**src/rtl/sram_port_pkg.sv**
```systemverilog
package sram_port_pkg;

  typedef enum logic {
    MODE_FLOW = 1'b0,
    MODE_PIPE = 1'b1
  } rd_mode_e;

  // Decoded command for one sampled slot
  typedef struct packed {
    logic sel;
    logic rd;
  } slot_cmd_t;

endpackage

```
**src/rtl/sram_cmd_reg.sv**
```systemverilog
module sram_cmd_reg
  import sram_port_pkg::*;
#(
  parameter int AW    = 6,
  parameter int LANES = 4
) (
  input  logic             clk,
  input  logic             rst_n,
  input  logic             addr_load_n,
  input  logic [AW-1:0]    addr,
  input  logic             sel_lo_n,
  input  logic             sel_hi,
  input  logic             write_n,
  input  logic [LANES-1:0] byte_mask_n,
  output logic [AW-1:0]    cur_addr,
  output logic [LANES-1:0] wr_lanes,
  output logic [AW-1:0]    addr_q,
  output logic [LANES-1:0] rd_lanes_q
);

  slot_cmd_t        cmd;
  logic [AW-1:0]    addr_d;
  logic [LANES-1:0] rd_lanes_d;

  always_comb begin
    cmd.sel    = ~sel_lo_n & sel_hi;
    cmd.rd     = write_n;
    addr_d     = addr_load_n ? addr_q : addr;
    cur_addr   = addr_d;
    wr_lanes   = {LANES{cmd.sel & ~cmd.rd}} & ~byte_mask_n;
    rd_lanes_d = {LANES{cmd.sel & cmd.rd}} & ~byte_mask_n;
  end

  always_ff @(posedge clk or negedge rst_n) begin
    if (!rst_n) begin
      addr_q     <= '0;
      rd_lanes_q <= '0;
    end else begin
      addr_q     <= addr_d;
      rd_lanes_q <= rd_lanes_d;
    end
  end

endmodule

```
**src/rtl/sram_lane_array.sv**
```systemverilog
module sram_lane_array #(
  parameter int AW     = 6,
  parameter int LANES  = 4,
  parameter int LANE_W = 9
) (
  input  logic                    clk,
  input  logic [LANES-1:0]        wr_lanes,
  input  logic [AW-1:0]           wr_addr,
  input  logic [LANES*LANE_W-1:0] wdata,
  input  logic [AW-1:0]           rd_addr,
  output logic [LANES*LANE_W-1:0] rd_data
);

  localparam int DEPTH = 1 << AW;

  for (genvar g = 0; g < LANES; g++) begin : g_lane
    logic [LANE_W-1:0] mem [DEPTH];

    always_ff @(posedge clk) begin
      if (wr_lanes[g]) begin
        mem[wr_addr] <= wdata[g*LANE_W +: LANE_W];
      end
    end

    assign rd_data[g*LANE_W +: LANE_W] = mem[rd_addr];
  end

endmodule

```
**src/rtl/sram_out_stage.sv**
```systemverilog
module sram_out_stage
  import sram_port_pkg::*;
#(
  parameter int LANES  = 4,
  parameter int LANE_W = 9
) (
  input  logic                    clk,
  input  logic                    rst_n,
  input  logic                    pipe_mode,
  input  logic                    out_en_n,
  input  logic [LANES*LANE_W-1:0] ft_data,
  input  logic [LANES-1:0]        ft_drv,
  output logic [LANES*LANE_W-1:0] rdata,
  output logic [LANES-1:0]        lane_drv
);

  localparam int DW = LANES * LANE_W;

  rd_mode_e         mode;
  logic [DW-1:0]    data_q, data_d, data_sel;
  logic [LANES-1:0] drv_q, drv_d, drv_sel;

  always_comb begin
    mode     = rd_mode_e'(pipe_mode);
    data_d   = (mode == MODE_PIPE) ? ft_data : data_q;
    drv_d    = (mode == MODE_PIPE) ? ft_drv  : drv_q;
    data_sel = (mode == MODE_PIPE) ? data_q  : ft_data;
    drv_sel  = (mode == MODE_PIPE) ? drv_q   : ft_drv;
    lane_drv = drv_sel & {LANES{~out_en_n}};
  end

  always_ff @(posedge clk or negedge rst_n) begin
    if (!rst_n) begin
      data_q <= '0;
      drv_q  <= '0;
    end else begin
      data_q <= data_d;
      drv_q  <= drv_d;
    end
  end

  for (genvar g = 0; g < LANES; g++) begin : g_gate
    assign rdata[g*LANE_W +: LANE_W] = data_sel[g*LANE_W +: LANE_W] & {LANE_W{lane_drv[g]}};
  end

endmodule

```
**src/rtl/sram_sync_port.sv**
```systemverilog
module sram_sync_port #(
  parameter int AW     = 6,
  parameter int LANES  = 4,
  parameter int LANE_W = 9
) (
  input  logic                    clk,
  input  logic                    rst_n,
  input  logic                    pipe_mode,
  input  logic                    addr_load_n,
  input  logic [AW-1:0]           addr,
  input  logic                    sel_lo_n,
  input  logic                    sel_hi,
  input  logic                    write_n,
  input  logic [LANES-1:0]        byte_mask_n,
  input  logic [LANES*LANE_W-1:0] wdata,
  input  logic                    out_en_n,
  output logic [LANES*LANE_W-1:0] rdata,
  output logic [LANES-1:0]        lane_drv
);

  localparam int DW = LANES * LANE_W;

  logic [AW-1:0]    cur_addr;
  logic [AW-1:0]    addr_q;
  logic [LANES-1:0] wr_lanes;
  logic [LANES-1:0] rd_lanes_q;
  logic [DW-1:0]    arr_data;

  sram_cmd_reg #(.AW(AW), .LANES(LANES)) u_cmd (
    .clk         (clk),
    .rst_n       (rst_n),
    .addr_load_n (addr_load_n),
    .addr        (addr),
    .sel_lo_n    (sel_lo_n),
    .sel_hi      (sel_hi),
    .write_n     (write_n),
    .byte_mask_n (byte_mask_n),
    .cur_addr    (cur_addr),
    .wr_lanes    (wr_lanes),
    .addr_q      (addr_q),
    .rd_lanes_q  (rd_lanes_q)
  );

  sram_lane_array #(.AW(AW), .LANES(LANES), .LANE_W(LANE_W)) u_arr (
    .clk      (clk),
    .wr_lanes (wr_lanes),
    .wr_addr  (cur_addr),
    .wdata    (wdata),
    .rd_addr  (addr_q),
    .rd_data  (arr_data)
  );

  sram_out_stage #(.LANES(LANES), .LANE_W(LANE_W)) u_out (
    .clk       (clk),
    .rst_n     (rst_n),
    .pipe_mode (pipe_mode),
    .out_en_n  (out_en_n),
    .ft_data   (arr_data),
    .ft_drv    (rd_lanes_q),
    .rdata     (rdata),
    .lane_drv  (lane_drv)
  );

endmodule

```
**config.mk**
```make
export PLATFORM = sky130hd
export DESIGN_NAME = sram_sync_port
export DESIGN_NICKNAME = d
export VERILOG_FILES = /design/src/rtl/sram_port_pkg.sv /design/src/rtl/sram_cmd_reg.sv /design/src/rtl/sram_lane_array.sv /design/src/rtl/sram_out_stage.sv /design/src/rtl/sram_sync_port.sv
export SDC_FILE = /design/constraint.sdc
export NUM_CORES = 2
export LEC_CHECK = 0
export BUFFER_PORTS_ARGS = -buffer_cell sky130_fd_sc_hd__buf_2
export CORE_MARGIN = 2
export CORE_UTILIZATION = 44
export DETAILED_ROUTE_END_ITERATION = 12
export PLACE_DENSITY = 0.55
export SETUP_SLACK_MARGIN = 0.5
export SLEW_MARGIN = 5
export SYNTH_ARGS = -nofsm -noshare
export SYNTH_HDL_FRONTEND = slang
export SYNTH_SLANG_ARGS = --single-unit
```
**constraint.sdc**
```tcl
create_clock -name clk -period 4.9 [get_ports clk]
set_input_delay 0.49 -clock clk [delete_from_list [all_inputs] [get_ports clk]]
set_output_delay 0.49 -clock clk [all_outputs]
set_load 0.02 [all_outputs]
```
Yosys cells after proc, flatten, opt, wreduce, memory -nomap -nowiden:

Memories as Yosys holds them, arrays and structs flattened.
Index checks and enable logic that the tools add are counted.
Widths: inputs -> output; s select.

* muxes and demuxes: 11
* bitwise logic cells: 14

Operators with widths (number)
* $and 9x9->9: 4
* $mux 36: 1
* $and 4x4->4: 3
* $mux 1: 8
* $mux 6: 1
* $mux 4: 1
* $not 4->4: 1
* $and 1x1->1: 3
* $not 1->1: 3

* logic and storage cells: 33
* flip-flop bits (word level): 50
* memories kept: 4
* bits in writable memories: 2304
* input port bits: 54

Memory list
* u_arr.g_lane[0].mem: words 64, width 9, rd ports 1, clocked after memory_dff 0, write ports 1, RTL line sram_lane_array.sv:17 `logic [LANE_W-1:0] mem [DEPTH];`
* u_arr.g_lane[1].mem: words 64, width 9, rd ports 1, clocked after memory_dff 0, write ports 1, RTL line sram_lane_array.sv:17
* u_arr.g_lane[2].mem: words 64, width 9, rd ports 1, clocked after memory_dff 0, write ports 1, RTL line sram_lane_array.sv:17
* u_arr.g_lane[3].mem: words 64, width 9, rd ports 1, clocked after memory_dff 0, write ports 1, RTL line sram_lane_array.sv:17

Depth between registers and ports, before layout:

* depth in word-level cells: 6
* depth in mapped cells: 11
* mapped depth without buffers: 6

Hierarchy:

From an unflattened synthesis, not the netlist that was laid out.

* cell total of the unflattened synthesis: 4273
* area total of the unflattened synthesis: 91920.7 um^2

By module, submodules not included
* sram_lane_array: area each 89213.1 um^2, times used 1, cells an instance 4027
* sram_out_stage: area each 2270.9 um^2, times used 1, cells an instance 221
* sram_cmd_reg: area each 436.7 um^2, times used 1, cells an instance 25

Worst setup path after synthesis:

No wires, ideal clock.

* path type: input to output
* start point: in pipe_mode
* end point: out rdata[19]
* stages: 7
* buffers on the path: 2
* slack: 2.151 ns
* arrival: 2.259 ns
* path through: buf_2 mux2i_1 or2_2 clkbuf_1 inv_1 nand2_1 o32ai_1

* longest elaborated chain between the ends: 3

RTL lines
* start: declaration: RTL line sram_sync_port.sv:8 `input logic pipe_mode,`
* $mux 4: RTL line sram_out_stage.sv:28 `drv_sel = (mode == MODE_PIPE) ? drv_q : ft_drv;`
* $and 4x4->4: RTL line sram_out_stage.sv:29 `lane_drv = drv_sel & {LANES{~out_en_n}};`
* via lane_drv[2]: RTL line sram_sync_port.sv:18 `output logic [LANES-1:0] lane_drv`
* $and 9x9->9: RTL line sram_out_stage.sv:43 `assign rdata[g*LANE_W +: LANE_W] = data_sel[g*LANE_W +: LANE_W] & {LANE_W{lane_drv[g]}};`
* end: declaration: RTL line sram_sync_port.sv:17 `output logic [LANES*LANE_W-1:0] rdata,`

The timed path passes the listed nets, and every way through them passes these cells.

Worst setup path in the final report:

* start point: reg u_cmd.addr_q[2]
* end point: out rdata[10]

* longest elaborated chain between the ends: 3

RTL lines
* start: declaration: RTL line sram_cmd_reg.sv:17 `output logic [AW-1:0] addr_q,`
* start signal: assignment: RTL line sram_cmd_reg.sv:39 `addr_q <= addr_d;`
* $mem_v2 64x9
* $mux 36: RTL line sram_out_stage.sv:27 `data_sel = (mode == MODE_PIPE) ? data_q : ft_data;`
* $and 9x9->9: RTL line sram_out_stage.sv:43

Every way passes these cells.

==> metrics.cfg <==
[synthesis]
synth_seq_cells = 2354
yosys.area.top_type = edfxtp_1
synth-async-reset-ratio = 0.0212
synth_nets = 5259
synth_cells = 5205
ys.flop_type = edfxtp_1
yosysWarnings = 0
yosysSeqAreaShare = 0.759
yosys.area.top_type_share = 0.746
syn-cell-area_um2 = 92800
syn_area_per_cell_um2 = 17.8
synthTopCellsByArea = edfxtp_1 (75%), mux2i_1 (10%), mux4_2 (2.8%)
synth.distinct_cells = 60
synth-edff-count = 2304

[detailed_routing]
ant_nets = 0
drc = 0
first_pass_iters = 6
wl_per_cell_um = 31.2
vias = 50577
drt-initial-drc-count = 5748
via_per_inst = 5.82
route.final.wire_length_um = 271000

[finish]
finalNetCount = 5725
layout_common_cells = edfxtp_1 (2304), mux2i_1 (922), nor2_1 (388)
final-seq-area_um2 = 70500
syn2layout_area_growth_pct = 15.8
nFillCells = 17034
drive_above_1_share = 0.192
final_common_cell = edfxtp_1
multi_input_area_um2 = 20700

[clock_network]
numCtsBuffers = 237
clock_latency_ns = 0.88
htree_levels = 4
clock_sinks = 2354
cts_buffer_depth = 3
cts_tree = yes
clk_pin_slew_ns = 0.07
ctsRootBufferMaster = clkbuf_16

[floorplan]
rows = 168
start_util = 0.443
die_x_um = 463
core_um2 = 210000
fp.dieH_um = 463
dieArea_um2 = 215000
ios = 94

[setup_path]
worstPathRequired_ns = 4.41
crit_path_top_delay_cell = dfrtp_4
crit_type = reg2out
timing.rr.start = u_cmd.addr_q[2]$_DFF_PN0_
cp_data_arrival_time_ns = 3.90
cp-end-kind = output port
r2r_end = u_arr.g_lane[2].mem[55][5]$_DFFE_PP_
start_kind = flip-flop
rrSetupSlack_ns = 0.66
critPathMaxStageDelay_ns = 0.64
worstPathMaxFanout = 66
worstPathCellList = buf_12 -> nor2_4 -> clkbuf_16 -> buf_4 -> a22oi_1 -> nand3_1 -> nand4_1 -> o21ai_1 -> o22ai_1 -> buf_2
rr_worst_depth = 7

[timing]
rsz0062_at_grt = yes
fin_hold_ws_ns = 0.0720
skew_ns = 0.0556
finalSetupTns_ns = 0
maxSlewViolCount = 0
finalSetupViolCount = 0
hold_violations = 0
layout_worst_path_cycle_share = 0.896
worstMarginPinSlew_ns = 1.26
fmax_mhz = 228
slew_headroom = 0.163
finalCriticalPeriod_ns = 4.39

[hold_path]
hold_path_class = in2reg
hold_end = u_cmd.addr_q[4]$_DFF_PN0_
whs_path_depth = 2
timing.hold.worst.start = addr[4]

[pwr]
p_per_area_nw_per_um2 = 416
p_leak_nw = 36.9
ir_worst_vdd_mv = 0.387

[status]
outcome = finished clean

[run]
drv_cap = 0

[placed_design]
routabilityCongestion = 0.868
place_hpwl_um = 168000
portBuffers = 93

[grt]
grt_pass1_wl_um = 378000
grt_pass1_vias = 49328
overflow = 0
antenna_found_initial = 15
grtUsageTotal = 0.248
grt_max_degree = 73

==> repair_timing <==
| item | in CTS | in global routing |
|---|---|---|
| cloned | 11 | 2 |
| pin swaps | 13 | 9 |
| hold endpoints to repair | 68 | 0 |
| resized for setup | 66 | 39 |
| setup buffers | 50 | 9 |
| hold buffers | 12 | 0 |
| setup endpoints to repair | 36 | 28 |
==> cells in the mapped netlist (10+ instances only) <==
library cell / instances
a21oi_1: 48
a22oi_1: 228
buf_1: 17
buf_2: 60
buf_4: 70
buf_6: 50
clkbuf_1: 96
dfrtp_1: 50
edfxtp_1: 2304
inv_1: 11
mux2_2: 34
mux2i_1: 926
mux4_2: 117
nand2_1: 200
nand3_1: 121
nand4_1: 28
nor2_1: 396
nor3_1: 22
nor4_1: 15
o2111ai_1: 18
o21ai_0: 44
o21ai_1: 38
o221ai_1: 12
o22ai_1: 174
o32ai_1: 10
==> per-layer routing <==
metal,up-vias,track usage,share of wire
met5,-,0,0
met4,0,0.0731,0.029
met3,361,0.0376,0.065
met2,1929,0.403,0.48
met1,26557,0.347,0.42
li1,21730,-,-
==> through the flow <==
step / utilization / area [um^2] / power [mW] / worst slack (ns) / cells
4_1_cts: 0.511 / 107000 / 44.9 / 0.475 / 8673
3_5_place_dp: 0.467 / 97900 / 26.5 / 0.432 / 8153
5_1_grt: 0.512 / 107000 / 45.9 / 0.453 / 8685
2_1_floorplan: - / 92800 / 24.8 / 2.15 / 5205
3_3_place_gp: 0.467 / 97900 / 26.5 / 0.443 / 8153
6_report: 0.513 / 107000 / 44.7 / 0.509 / 8689
==> layout make-up <==
| class | instances | area share |
|---|---|---|
| Multi-Input combinational cell | 2537 | 0.193 |
| Sequential cell | 2354 | 0.656 |
| Timing Repair Buffer | 528 | 0.0447 |
| Clock buffer | 298 | 0.0582 |
| Clock inverter | 149 | 0.0147 |
| Antenna cell | 5 | 0.000116 |
| Inverter | 13 | 0.000478 |
| Tap cell | 2805 | 0.0327 |
==> worst max-delay path, delay by kind of cell (launching register included) <==
family                 cells  cell delay (ns)
AO/OA/AOI/OAI              3             0.56
buffers and inverters      4             0.98
flip-flops                 1             0.64
AND/OR/NAND/NOR            3             0.56
==> power breakdown <==
part           switching (mW)  internal, mW  leakage (nW)
Clock                    7.78          10.5          3.82
Combinational            2.72          1.45          11.7
Sequential             0.0758          22.2          21.3
Total                    10.6          34.1          36.9
==> how the worst max path moves through the flow <==
| stage | endpoint | start | slack, ns | cells after the start |
|---|---|---|---|---|
| floorplan | rdata[19] | pipe_mode | 2.15 | 7 |
| global placement | rdata[3] | u_cmd.addr_q[1]$_DFF_PN0_ | 0.44 | 6 |
| detailed placement | rdata[3] | u_cmd.addr_q[1]$_DFF_PN0_ | 0.43 | 6 |
| CTS | rdata[29] | u_cmd.addr_q[0]$_DFF_PN0_ | 0.48 | 10 |
| global route | rdata[16] | u_cmd.addr_q[0]$_DFF_PN0_ | 0.45 | 10 |
| finish | rdata[10] | u_cmd.addr_q[2]$_DFF_PN0_ | 0.51 | 10 |
==> state kept, by name (all words and copies together) (netlist names) <==
| signal | count |
|---|---|
| u_arr.g_lane.mem | 2304 |
| u_cmd.rd_lanes_q | 4 |
| u_cmd.addr_q | 6 |
| u_out.data_q | 36 |
| u_out.drv_q | 4 |
==> logic make-up after synthesis <==
| family | synth area share |
|---|---|
| AND/OR/NAND/NOR | 0.0392 |
| flip-flops | 0.759 |
| multiplexers | 0.133 |
| buffers and inverters | 0.0217 |
| AO/OA/AOI/OAI | 0.0469 |
Note: power is estimated with default switching activity, not from simulation.
